===== src/rtl/txdesc_pkg.sv =====
package txdesc_pkg;
  // Descriptor geometry
  localparam int DESC_BYTES = 8;
  localparam int WORD_BYTES = 4;

  // Word 1 control field positions
  localparam int LAST_BIT  = 15;
  localparam int NOFCS_BIT = 16;
  localparam int WRAP_BIT  = 30;
  localparam int USED_BIT  = 31;

  // Register map
  typedef enum logic [1:0] {
    RA_CTRL = 2'd0,
    RA_BASE = 2'd1,
    RA_ISR  = 2'd2,
    RA_TSR  = 2'd3
  } reg_addr_e;

  // Fetch sequencer states
  typedef enum logic [2:0] {
    ST_IDLE,
    ST_RD1,
    ST_CAP0,
    ST_EVAL,
    ST_WBACK
  } fetch_st_e;
endpackage


===== src/rtl/txdesc_regs.sv =====
module txdesc_regs
  import txdesc_pkg::*;
#(
  parameter int W = 32
) (
  input  logic         clk,
  input  logic         rst,
  input  logic         reg_wr,
  input  logic         reg_rd,
  input  logic [1:0]   reg_addr,
  input  logic [W-1:0] reg_wdata,
  output logic [W-1:0] reg_rdata,
  input  logic         ev_done,
  input  logic         ev_usedrd,
  output logic         start_pls,
  output logic         base_pls,
  output logic [W-1:0] base_addr,
  output logic         irq
);
  logic       isr_q;
  logic [1:0] tsr_q;
  logic       rd_isr;
  logic       wr_tsr;
  logic [1:0] tsr_clr;

  assign rd_isr  = reg_rd && (reg_addr == RA_ISR);
  assign wr_tsr  = reg_wr && (reg_addr == RA_TSR);
  assign tsr_clr = wr_tsr ? reg_wdata[1:0] : 2'b00;
  assign irq     = isr_q;

  always_ff @(posedge clk) begin
    if (rst) begin
      isr_q     <= 1'b0;
      tsr_q     <= 2'b00;
      base_addr <= '0;
      start_pls <= 1'b0;
      base_pls  <= 1'b0;
      reg_rdata <= '0;
    end else begin
      start_pls <= reg_wr && (reg_addr == RA_CTRL) && reg_wdata[0];
      base_pls  <= reg_wr && (reg_addr == RA_BASE);
      if (reg_wr && (reg_addr == RA_BASE))
        base_addr <= reg_wdata & ~W'(DESC_BYTES - 1);
      // event set takes priority over software clear
      isr_q    <= (isr_q & ~rd_isr) | ev_done;
      tsr_q[0] <= (tsr_q[0] & ~tsr_clr[0]) | ev_done;
      tsr_q[1] <= (tsr_q[1] & ~tsr_clr[1]) | ev_usedrd;
      if (reg_rd) begin
        case (reg_addr)
          RA_CTRL: reg_rdata <= '0;
          RA_BASE: reg_rdata <= base_addr;
          RA_ISR:  reg_rdata <= {{(W-1){1'b0}}, isr_q};
          RA_TSR:  reg_rdata <= {{(W-2){1'b0}}, tsr_q};
          default: reg_rdata <= '0;
        endcase
      end
    end
  end
endmodule


===== src/rtl/txdesc_ptr.sv =====
module txdesc_ptr
  import txdesc_pkg::*;
#(
  parameter int W = 32
) (
  input  logic         clk,
  input  logic         rst,
  input  logic         load,
  input  logic [W-1:0] base_addr,
  input  logic         advance,
  input  logic         wrap,
  output logic [W-1:0] ptr
);
  localparam logic [W-1:0] STEP = W'(DESC_BYTES);

  always_ff @(posedge clk) begin
    if (rst)
      ptr <= '0;
    else if (load)
      ptr <= base_addr;
    else if (advance)
      ptr <= wrap ? base_addr : ptr + STEP;
  end
endmodule


===== src/rtl/txdesc_fetch.sv =====
module txdesc_fetch
  import txdesc_pkg::*;
#(
  parameter int W     = 32,
  parameter int LEN_W = 14
) (
  input  logic             clk,
  input  logic             rst,
  input  logic             start,
  input  logic [W-1:0]     ptr,
  output logic             idle,
  output logic             advance,
  output logic             wrap,
  output logic             mem_req,
  output logic             mem_we,
  output logic [W-1:0]     mem_addr,
  output logic [W-1:0]     mem_wdata,
  input  logic [W-1:0]     mem_rdata,
  output logic             seg_valid,
  output logic [W-1:0]     seg_addr,
  output logic [LEN_W-1:0] seg_len,
  output logic             seg_last,
  output logic             seg_nofcs,
  output logic             seg_abort,
  output logic             ev_done,
  output logic             ev_usedrd
);
  localparam logic [W-1:0] W1_OFS = W'(WORD_BYTES);

  fetch_st_e    state;
  logic [W-1:0] w0_q;
  logic         in_frame;
  logic         d_used;
  logic         d_last;

  assign d_used  = mem_rdata[USED_BIT];
  assign d_last  = mem_rdata[LAST_BIT];
  assign idle    = (state == ST_IDLE);
  assign advance = (state == ST_EVAL) && !d_used;
  assign wrap    = mem_rdata[WRAP_BIT];

  always_ff @(posedge clk) begin
    if (rst) begin
      state     <= ST_IDLE;
      w0_q      <= '0;
      in_frame  <= 1'b0;
      mem_req   <= 1'b0;
      mem_we    <= 1'b0;
      mem_addr  <= '0;
      mem_wdata <= '0;
      seg_valid <= 1'b0;
      seg_addr  <= '0;
      seg_len   <= '0;
      seg_last  <= 1'b0;
      seg_nofcs <= 1'b0;
      seg_abort <= 1'b0;
      ev_done   <= 1'b0;
      ev_usedrd <= 1'b0;
    end else begin
      seg_valid <= 1'b0;
      seg_abort <= 1'b0;
      ev_done   <= 1'b0;
      ev_usedrd <= 1'b0;
      case (state)
        ST_IDLE: begin
          mem_req <= 1'b0;
          mem_we  <= 1'b0;
          if (start) begin
            mem_req  <= 1'b1;
            mem_addr <= ptr;
            state    <= ST_RD1;
          end
        end
        ST_RD1: begin
          // word 0 request is on the bus; queue word 1
          mem_addr <= ptr + W1_OFS;
          state    <= ST_CAP0;
        end
        ST_CAP0: begin
          w0_q    <= mem_rdata;
          mem_req <= 1'b0;
          state   <= ST_EVAL;
        end
        ST_EVAL: begin
          if (d_used) begin
            ev_usedrd <= 1'b1;
            seg_abort <= in_frame;
            in_frame  <= 1'b0;
            state     <= ST_IDLE;
          end else begin
            mem_req   <= 1'b1;
            mem_we    <= 1'b1;
            mem_addr  <= ptr + W1_OFS;
            mem_wdata <= mem_rdata | (W'(1) << USED_BIT);
            seg_valid <= 1'b1;
            seg_addr  <= w0_q;
            seg_len   <= mem_rdata[LEN_W-1:0];
            seg_last  <= d_last;
            seg_nofcs <= d_last && mem_rdata[NOFCS_BIT];
            ev_done   <= d_last;
            in_frame  <= !d_last;
            state     <= ST_WBACK;
          end
        end
        ST_WBACK: begin
          // pointer already advanced; read next word 0
          mem_we   <= 1'b0;
          mem_req  <= 1'b1;
          mem_addr <= ptr;
          state    <= ST_RD1;
        end
        default: state <= ST_IDLE;
      endcase
    end
  end
endmodule


===== src/rtl/txdesc_walker.sv =====
module txdesc_walker
  import txdesc_pkg::*;
#(
  parameter int W     = 32,
  parameter int LEN_W = 14
) (
  input  logic             clk,
  input  logic             rst,
  input  logic             reg_wr,
  input  logic             reg_rd,
  input  logic [1:0]       reg_addr,
  input  logic [W-1:0]     reg_wdata,
  output logic [W-1:0]     reg_rdata,
  output logic             irq,
  output logic             mem_req,
  output logic             mem_we,
  output logic [W-1:0]     mem_addr,
  output logic [W-1:0]     mem_wdata,
  input  logic [W-1:0]     mem_rdata,
  output logic             seg_valid,
  output logic [W-1:0]     seg_addr,
  output logic [LEN_W-1:0] seg_len,
  output logic             seg_last,
  output logic             seg_nofcs,
  output logic             seg_abort
);
  logic         start_pls;
  logic         base_pls;
  logic [W-1:0] base_addr;
  logic [W-1:0] ptr;
  logic         idle;
  logic         advance;
  logic         wrap;
  logic         ev_done;
  logic         ev_usedrd;

  txdesc_regs #(.W(W)) u_regs (
    .clk       (clk),
    .rst       (rst),
    .reg_wr    (reg_wr),
    .reg_rd    (reg_rd),
    .reg_addr  (reg_addr),
    .reg_wdata (reg_wdata),
    .reg_rdata (reg_rdata),
    .ev_done   (ev_done),
    .ev_usedrd (ev_usedrd),
    .start_pls (start_pls),
    .base_pls  (base_pls),
    .base_addr (base_addr),
    .irq       (irq)
  );

  txdesc_ptr #(.W(W)) u_ptr (
    .clk       (clk),
    .rst       (rst),
    .load      (base_pls && idle),
    .base_addr (base_addr),
    .advance   (advance),
    .wrap      (wrap),
    .ptr       (ptr)
  );

  txdesc_fetch #(.W(W), .LEN_W(LEN_W)) u_fetch (
    .clk       (clk),
    .rst       (rst),
    .start     (start_pls),
    .ptr       (ptr),
    .idle      (idle),
    .advance   (advance),
    .wrap      (wrap),
    .mem_req   (mem_req),
    .mem_we    (mem_we),
    .mem_addr  (mem_addr),
    .mem_wdata (mem_wdata),
    .mem_rdata (mem_rdata),
    .seg_valid (seg_valid),
    .seg_addr  (seg_addr),
    .seg_len   (seg_len),
    .seg_last  (seg_last),
    .seg_nofcs (seg_nofcs),
    .seg_abort (seg_abort),
    .ev_done   (ev_done),
    .ev_usedrd (ev_usedrd)
  );
endmodule


===== config.mk =====
export PLATFORM = sky130hd
export DESIGN_NAME = txdesc_walker
export DESIGN_NICKNAME = d
export VERILOG_FILES = /design/src/rtl/txdesc_pkg.sv /design/src/rtl/txdesc_regs.sv /design/src/rtl/txdesc_ptr.sv /design/src/rtl/txdesc_fetch.sv /design/src/rtl/txdesc_walker.sv
export SDC_FILE = /design/constraint.sdc
export NUM_CORES = 1
export LEC_CHECK = 0
export BUFFER_PORTS_ARGS = -buffer_cell sky130_fd_sc_hd__buf_2
export CAP_MARGIN = 15
export CORE_AREA = 2 2 148 150
export CTS_BUF_LIST = sky130_fd_sc_hd__clkbuf_16
export DETAILED_ROUTE_END_ITERATION = 16
export DIE_AREA = 0 0 150 152
export PLACE_DENSITY_LB_ADDON = 0.25
export SLEW_MARGIN = 40
export SYNTH_ARGS = -nofsm -noshare
export SYNTH_HDL_FRONTEND = slang
export SYNTH_HIERARCHICAL = 1
export SYNTH_SLANG_ARGS = --single-unit

===== constraint.sdc =====
create_clock -name clk -period 2.4 [get_ports clk]
set_input_delay 0.6 -clock clk [delete_from_list [all_inputs] [get_ports clk]]
set_output_delay 0.6 -clock clk [all_outputs]
set_load 0.03 [all_outputs]

==> results of run 1 <==
[power groups by stage]
stage          Combinational [mW]  Clock [mW]  Sequential, mW
4_1_cts                     0.510        4.06            4.03
3_5_place_dp                0.508           0            4.11
5_1_grt                     0.557        4.24            4.03
6_report                    0.511        3.97            4.03
2_1_floorplan               0.281           0            4.15
3_3_place_gp                0.504           0            4.11
[cells by family (layout without fill, tap and decap cells)]
logic type | Yosys count | in the layout | share of synthesized area [%]
adder cells (fa/ha/maj) | 2 | 2 | 0.244
other | 1 | 4 | 0.0366
flip-flops | 236 | 236 | 46.1
multiplexers | 35 | 35 | 3.43
buffers and inverters | 150 | 358 | 7.83
AND/OR/NAND/NOR | 493 | 493 | 23.1
XOR/XNOR | 29 | 29 | 2.48
AO/OA/AOI/OAI | 262 | 262 | 16.8
[registers in the layout (all words and copies together) (netlist names), 2 cells and up]
signal and count:
u_fetch/w0_q 32, u_regs/base_addr 29, u_regs/reg_rdata 31, u_fetch/mem_wdata 32, u_fetch/state 3, u_fetch/mem_addr 32
u_regs/tsr_q 2, u_ptr/ptr 32, u_fetch/seg_addr 32
[Yosys cell counts, drive strengths merged, types with 5 or more instances]
master	n
nand3	29
inv	38
o32ai	30
a31oi	8
buf	53
nor4	10
nand4	23
xor2	22
dfxtp	236
and2	7
nand2b	64
nor3	18
o311ai	8
o221ai	8
mux2i	34
or4	5
a22oi	11
a211oi	29
o21ai	19
a311oi	5
xnor2	7
and4	6
and3	11
a21oi	118
nor2	56
nand2	243
clkbuf	57
or2	5
[worst register-to-register path: stages, from the launching register on]
cell and delay [ns]:
dfxtp_1 0.30, and2b_1 0.22, nand2_2 0.07, or2_2 0.29
clkinv_2 0.06, buf_4 0.21, or2_2 0.24, nand2_2 0.14
or4_1 0.48, a31oi_1 0.16
[metal layers]
metal	vias to the layer above	wire [microns]
met3	46	1980
met1	4222	12400
met4	0	488
met5	-	0
li1	4566	-
met2	329	11300
[cell usage in the layout (no fill, tap or decap), types with 4 or more instances in the layout]
master and instances:
inv_1 42, and4_1 5, or4_1 4, and2_1 6
a22oi_1 11, buf_2 215, nor4_1 8, clkinv_1 4
a31oi_1 8, clkbuf_16 26, xnor2_1 7, nand2_1 240
o211ai_1 4, o221ai_1 8, a211oi_1 28, nand3b_1 4
nor2_1 55, o311ai_0 8, nand4_1 23, dfxtp_1 236
buf_4 53, nand2b_1 64, conb_1 4, or2_2 5
nor3_1 16, a311oi_1 4, xor2_1 22, bufinv_16 4
mux2i_1 34, o32ai_1 30, and3_1 10, clkinv_2 9
o21ai_0 19, nand3_1 28, a21oi_1 117
[repair_timing]
action | CTS | global route
setup buffers | 0 | 0
resized for setup | 0 | 4
endpoints found under the setup margin | 0 | 2
[path summary, 6_finish.rpt]
check,startpoint,cells past startpoint,endpoint
setup / recovery,u_fetch/state[2],9,u_ptr/ptr[14]
hold / removal,reg_wdata[1],2,u_regs/tsr_q[1]
setup reg to reg,u_fetch/state[2],9,u_ptr/ptr[14]
hold reg to reg,u_fetch/w0_q[8],2,u_fetch/seg_addr[8]
[layout make-up]
cell class / count / share of cell area (%)
tap: 280 / 2.84
sequential: 236 / 38.2
timing repair buffer: 271 / 12.3
clock buffer: 26 / 5.27
multi-input combinational: 825 / 38.5
inverter: 39 / 1.20
clock inverter: 22 / 1.70
[metrics by stage]
step                power [mW]  std cells
floorplan                 4.44       1211
global placement          4.61       1651
detailed placement        4.62       1651
CTS                       8.60       1699
global route              8.82       1699
finish                    8.51       1699
==> impl_metrics.json, run 1 <==
{
  "synth_edf_count": 0,
  "cp.arrival_ns": 2.70,
  "synth-async-reset-ratio_pct": 0,
  "fin_util_pct": 57.9,
  "synth_top_area_share_pct": 46.1,
  "critical_path_class": "register to register",
  "grt_first_pass_wirelength_microns": 42300,
  "drv_cap": 0,
  "grt_pass1_vias": 8328,
  "antenna_found_initial": 0,
  "path_delay_family": "simple AND/OR/NAND/NOR gates",
  "ff_latch_area_sq_mm": 0.00472,
  "p_seq_share_pct": 47.3,
  "cp_max_fo": 14,
  "vias": 9163,
  "rsz0062_at_grt": "false",
  "die_w_microns": 150,
  "status": "complete, no violations",
  "cts_root_buf": "clkbuf_16",
  "multiInputGateArea_sq_mm": 0.00475,
  "synth_warnings": 6,
  "postRouteAntennaNets": 0,
  "cts_buffers": 26,
  "fin_area_sq_mm": 0.0124,
  "drive_gt1_share_pct": 23.8,
  "ys_seq_elements": 236,
  "hold_violations": 0,
  "combPwrFrac_pct": 6.0,
  "slowest_delay_ns": 0.48,
  "synth_top_cell_by_area": "dfxtp_1",
  "finish.net_count": 1471,
  "drtIter0Drc": 523,
  "pre_cts_ws_ns": -0.126,
  "worstPathRequired_ns": 2.85,
  "synth-main-ff-cell": "dfxtp_1",
  "synth_cell_types": 79,
  "grtUsageMet1_pct": 33.5,
  "io_buffers": 216,
  "setup_slack_ns": 0.153,
  "switching_power_mw": 1.94,
  "fin_crit_sh_pct": 93.6,
  "worstPathCellList": "and2b_1 > nand2_2 > or2_2 > clkinv_2 > buf_4 > or2_2 > nand2_2 > or4_1 > a31oi_1",
  "p_int_mw": 6.57,
  "gr-usage-met3_pct": 3.96,
  "synthCells": 1208,
  "areaGrowthSynthToFinish_pct": 20.6,
  "r2r_slack_ns": 0.15,
  "gp_congestion": 0.877,
  "min_period_ns": 2.25,
  "p_leak_nw": 4.73,
  "wl_per_cell_microns": 15.4,
  "place_area_sq_mm": 0.0115,
  "dieArea_sq_mm": 0.0228,
  "die_h_microns": 152,
  "drc": 0,
  "grt_start_max_net_pins": 118,
  "critPathLaunchType": "register",
  "setup_viol": 0,
  "hold_ws_ns": 0.263,
  "setup_tns_ns": 0,
  "worst_pin_slew_ns": 0.795,
  "vdd_ir_drop_max_mv": 0.520,
  "slowest_stage": "or4_1",
  "vias_per_cell": 5.39,
  "synth_area_leaders": "dfxtp_1 46%, nand2_1 8.9%, a21oi_1 5.7%",
  "relSlewSlack_pct": 46.9,
  "core_sq_mm": 0.0214,
  "critPathCaptureType": "register",
  "grt.busiest_layer": "met1",
  "fin_skew_ns": 0.0165,
  "post-dp-hpwl_microns": 17700,
  "first_pass_iters": 5,
  "drt-total-wl_microns": 26200,
  "initial_core_util_pct": 48.0,
  "power_density_mw_per_mm2": 688,
  "path_clk_slew_ns": 0.06,
  "ctsHoldBuffers": 0,
  "io_pins": 219,
  "path_buf_inv": 2,
  "numClockSinks": 236,
  "diodes": 0,
  "worstHoldPathType": "input port to register",
  "grt_remaining_overflow": 0,
  "grt.total_usage_pct": 22.1,
  "htreeDepth": 1,
  "yosysSeqAreaShare_pct": 46.1,
  "timing.fmax_mhz": 445,
  "cts_tree": "done",
  "met2_usage_pct": 32.1,
  "clkPwrFrac_pct": 46.6,
  "std_cell_rows": 54,
  "syn-mean-instance-area_sq_um": 8.48,
  "fillers": 2017,
  "switching_share_pct": 22.8,
  "cts_buffer_depth": 3,
  "slew_viol_final": 0,
  "clk_latency_ns": 0.53,
  "mappedNetlistArea_sq_mm": 0.0102
}
Note: power is estimated with default switching activity, not from simulation.
==> run 2, diff against run 1 <==
--- a/config.mk
+++ b/config.mk
@@ -11,9 +11,11 @@
 export CTS_BUF_LIST = sky130_fd_sc_hd__clkbuf_16
 export DETAILED_ROUTE_END_ITERATION = 16
 export DIE_AREA = 0 0 150 152
-export PLACE_DENSITY_LB_ADDON = 0.25
+export PLACE_DENSITY = 0.8
+export SKIP_CTS_REPAIR_TIMING = 1
 export SLEW_MARGIN = 40
 export SYNTH_ARGS = -nofsm -noshare
 export SYNTH_HDL_FRONTEND = slang
 export SYNTH_HIERARCHICAL = 1
 export SYNTH_SLANG_ARGS = --single-unit
+export TNS_END_PERCENT = 50
==> run 2 against run 1 <==
Against the previous run: maximum frequency is essentially flat; design area shrank 1.0%; power shrank 3.2%; core utilization shrank 0.58 points; clock-buffer cell count shrank 2; hold slack gained 0.029 ns; critical path type unchanged; critical endpoint unchanged; highest routed layer is now met5.
==> impl_metrics.json, run 2 (synthesis results as in run 1) <==
{
  "grt_pass1_vias": 8579,
  "vdd_ir_drop_max_mv": 0.513,
  "fin_util_pct": 57.3,
  "cts_tree": "done",
  "worstHoldPathType": "input port to register",
  "htreeDepth": 1,
  "slowest_stage": "or4_1",
  "setup_viol": 0,
  "vias_per_cell": 5.56,
  "grt.total_usage_pct": 22.7,
  "r2r_slack_ns": 0.15,
  "grt.busiest_layer": "met2",
  "grt_first_pass_wirelength_microns": 43000,
  "drv_cap": 0,
  "grt_remaining_overflow": 0,
  "critPathLaunchType": "register",
  "io_pins": 219,
  "p_leak_nw": 4.64,
  "initial_core_util_pct": 48.0,
  "final_cells": 1686,
  "numClockSinks": 236,
  "clk_latency_ns": 0.52,
  "status": "complete, no violations",
  "crit_path_frequent_cell": "or2_2",
  "fin_crit_sh_pct": 93.7,
  "hold_end": "u_regs/tsr_q[1]",
  "pre_cts_ws_ns": 0.0637,
  "critPathCaptureType": "register",
  "hold_violations": 0,
  "worst_pin_slew_ns": 0.799,
  "slowest_delay_ns": 0.52,
  "dp_cells": 1642,
  "antenna_found_initial": 2,
  "cts_buffer_depth": 3,
  "areaGrowthSynthToFinish_pct": 19.4,
  "relSlewSlack_pct": 46.7,
  "fin_area_sq_mm": 0.0122,
  "met2_usage_pct": 35.2,
  "gp_congestion": 0.955,
  "drt-total-wl_microns": 26800,
  "dieArea_sq_mm": 0.0228,
  "first_pass_iters": 7,
  "die_w_microns": 150,
  "cp_max_fo": 12,
  "reg2reg_from": "u_fetch/state[2]",
  "power_density_mw_per_mm2": 674,
  "final_common_cell": "nand2_1",
  "fin_skew_ns": 0.0132,
  "hold_path_depth": 2,
  "grt_start_max_net_pins": 127,
  "slew_viol_final": 0,
  "setup_slack_ns": 0.151,
  "vias": 9370,
  "worstPathCellList": "and2b_1 > nand2_2 > or2_2 > clkinv_2 > buf_4 > or2_2 > nand2_1 > or4_1 > a31oi_1",
  "die_h_microns": 152,
  "std_cell_rows": 54,
  "critical_path_class": "register to register",
  "cp.arrival_ns": 2.69,
  "io_buffers": 216,
  "reg2reg_depth": 9,
  "cts_buffers": 24,
  "reg2reg_to": "u_ptr/ptr[14]",
  "path_clk_slew_ns": 0.06,
  "drtIter0Drc": 625,
  "post-dp-hpwl_microns": 17800,
  "worstPathRequired_ns": 2.84,
  "cts_root_buf": "clkbuf_16",
  "place_area_sq_mm": 0.0115,
  "cp-startpoint": "u_fetch/state[2]",
  "gr-usage-met3_pct": 3.78,
  "min_from": "reg_wdata[1]",
  "drc": 0,
  "core_sq_mm": 0.0214,
  "wl_per_cell_microns": 15.9,
  "min_period_ns": 2.25,
  "timing.fmax_mhz": 445,
  "postRouteAntennaNets": 0,
  "rsz0062_at_grt": "false",
  "grtUsageMet1_pct": 32.2,
  "finish.net_count": 1460,
  "drive_gt1_share_pct": 23.1,
  "layout_common_cells": "242 x nand2_1, 236 x dfxtp_1, 215 x buf_2"
}
## run 2: cell count changes in the layout (fill, tap and decap cells not counted)
cell / previous run / this run
clkbuf_8: 1 / 0
bufinv_16: 4 / 3
clkbuf_16: 26 / 24
clkinvlp_4: 0 / 1
nand2_1: 240 / 242
buf_4: 53 / 42
buf_12: 1 / 4
diode_2: 0 / 1
clkinv_2: 9 / 8
nand2_2: 3 / 1
inv_1: 42 / 40
## run 2: metal layers
metal	part of all wire [%]	wire length, microns
met5	0.048	13
met4	2.4	646
met3	7.4	1990
met2	45	12100
met1	45	12100
## run 2: layout make-up
class                           instances  area [sq um]
Sequential cell                       236          4720
Fill cell                            1932          9120
Clock buffer                           24           601
Clock inverter                         19           175
Multi-Input combinational cell        825          4750
Antenna cell                            1          2.50
Tap cell                              280           350
Inverter                               39           148
Timing Repair Buffer                  262          1480
## run 2: worst max path at each step
stage | endpoint | slack, ns
final | u_ptr/ptr[14] | 0.15
after floorplan | u_ptr/ptr[14] | 0.13
after global routing | u_ptr/ptr[16] | 0.004
after detailed placement | u_ptr/ptr[14] | 0.06
after CTS | u_ptr/ptr[14] | 0.16
after global placement | u_ptr/ptr[3] | -0.18
## run 2: power by group
part           switching, mW  internal, mW  total [mW]
Sequential            0.0486          3.98        4.03
Clock                   1.55          2.15        3.70
Combinational          0.324         0.185       0.508
Total                   1.93          6.31        8.24
## run 2: worst max-delay path, delay by kind of cell, from the launching register on
family / cells / cell delay, ns
AND/OR/NAND/NOR: 6 / 1.44
flip-flops: 1 / 0.30
AO/OA/AOI/OAI: 1 / 0.16
buffers and inverters: 2 / 0.27
## run 2: metrics by stage
stage	TNS, ns	hold slack (ns)	total power, mW
after floorplan	0	0.430	4.44
after CTS	0	0.267	8.30
after detailed placement	0	0.441	4.62
after global placement	-0.331	0.432	4.61
final	0	0.292	8.24
after global routing	0	0.288	8.51
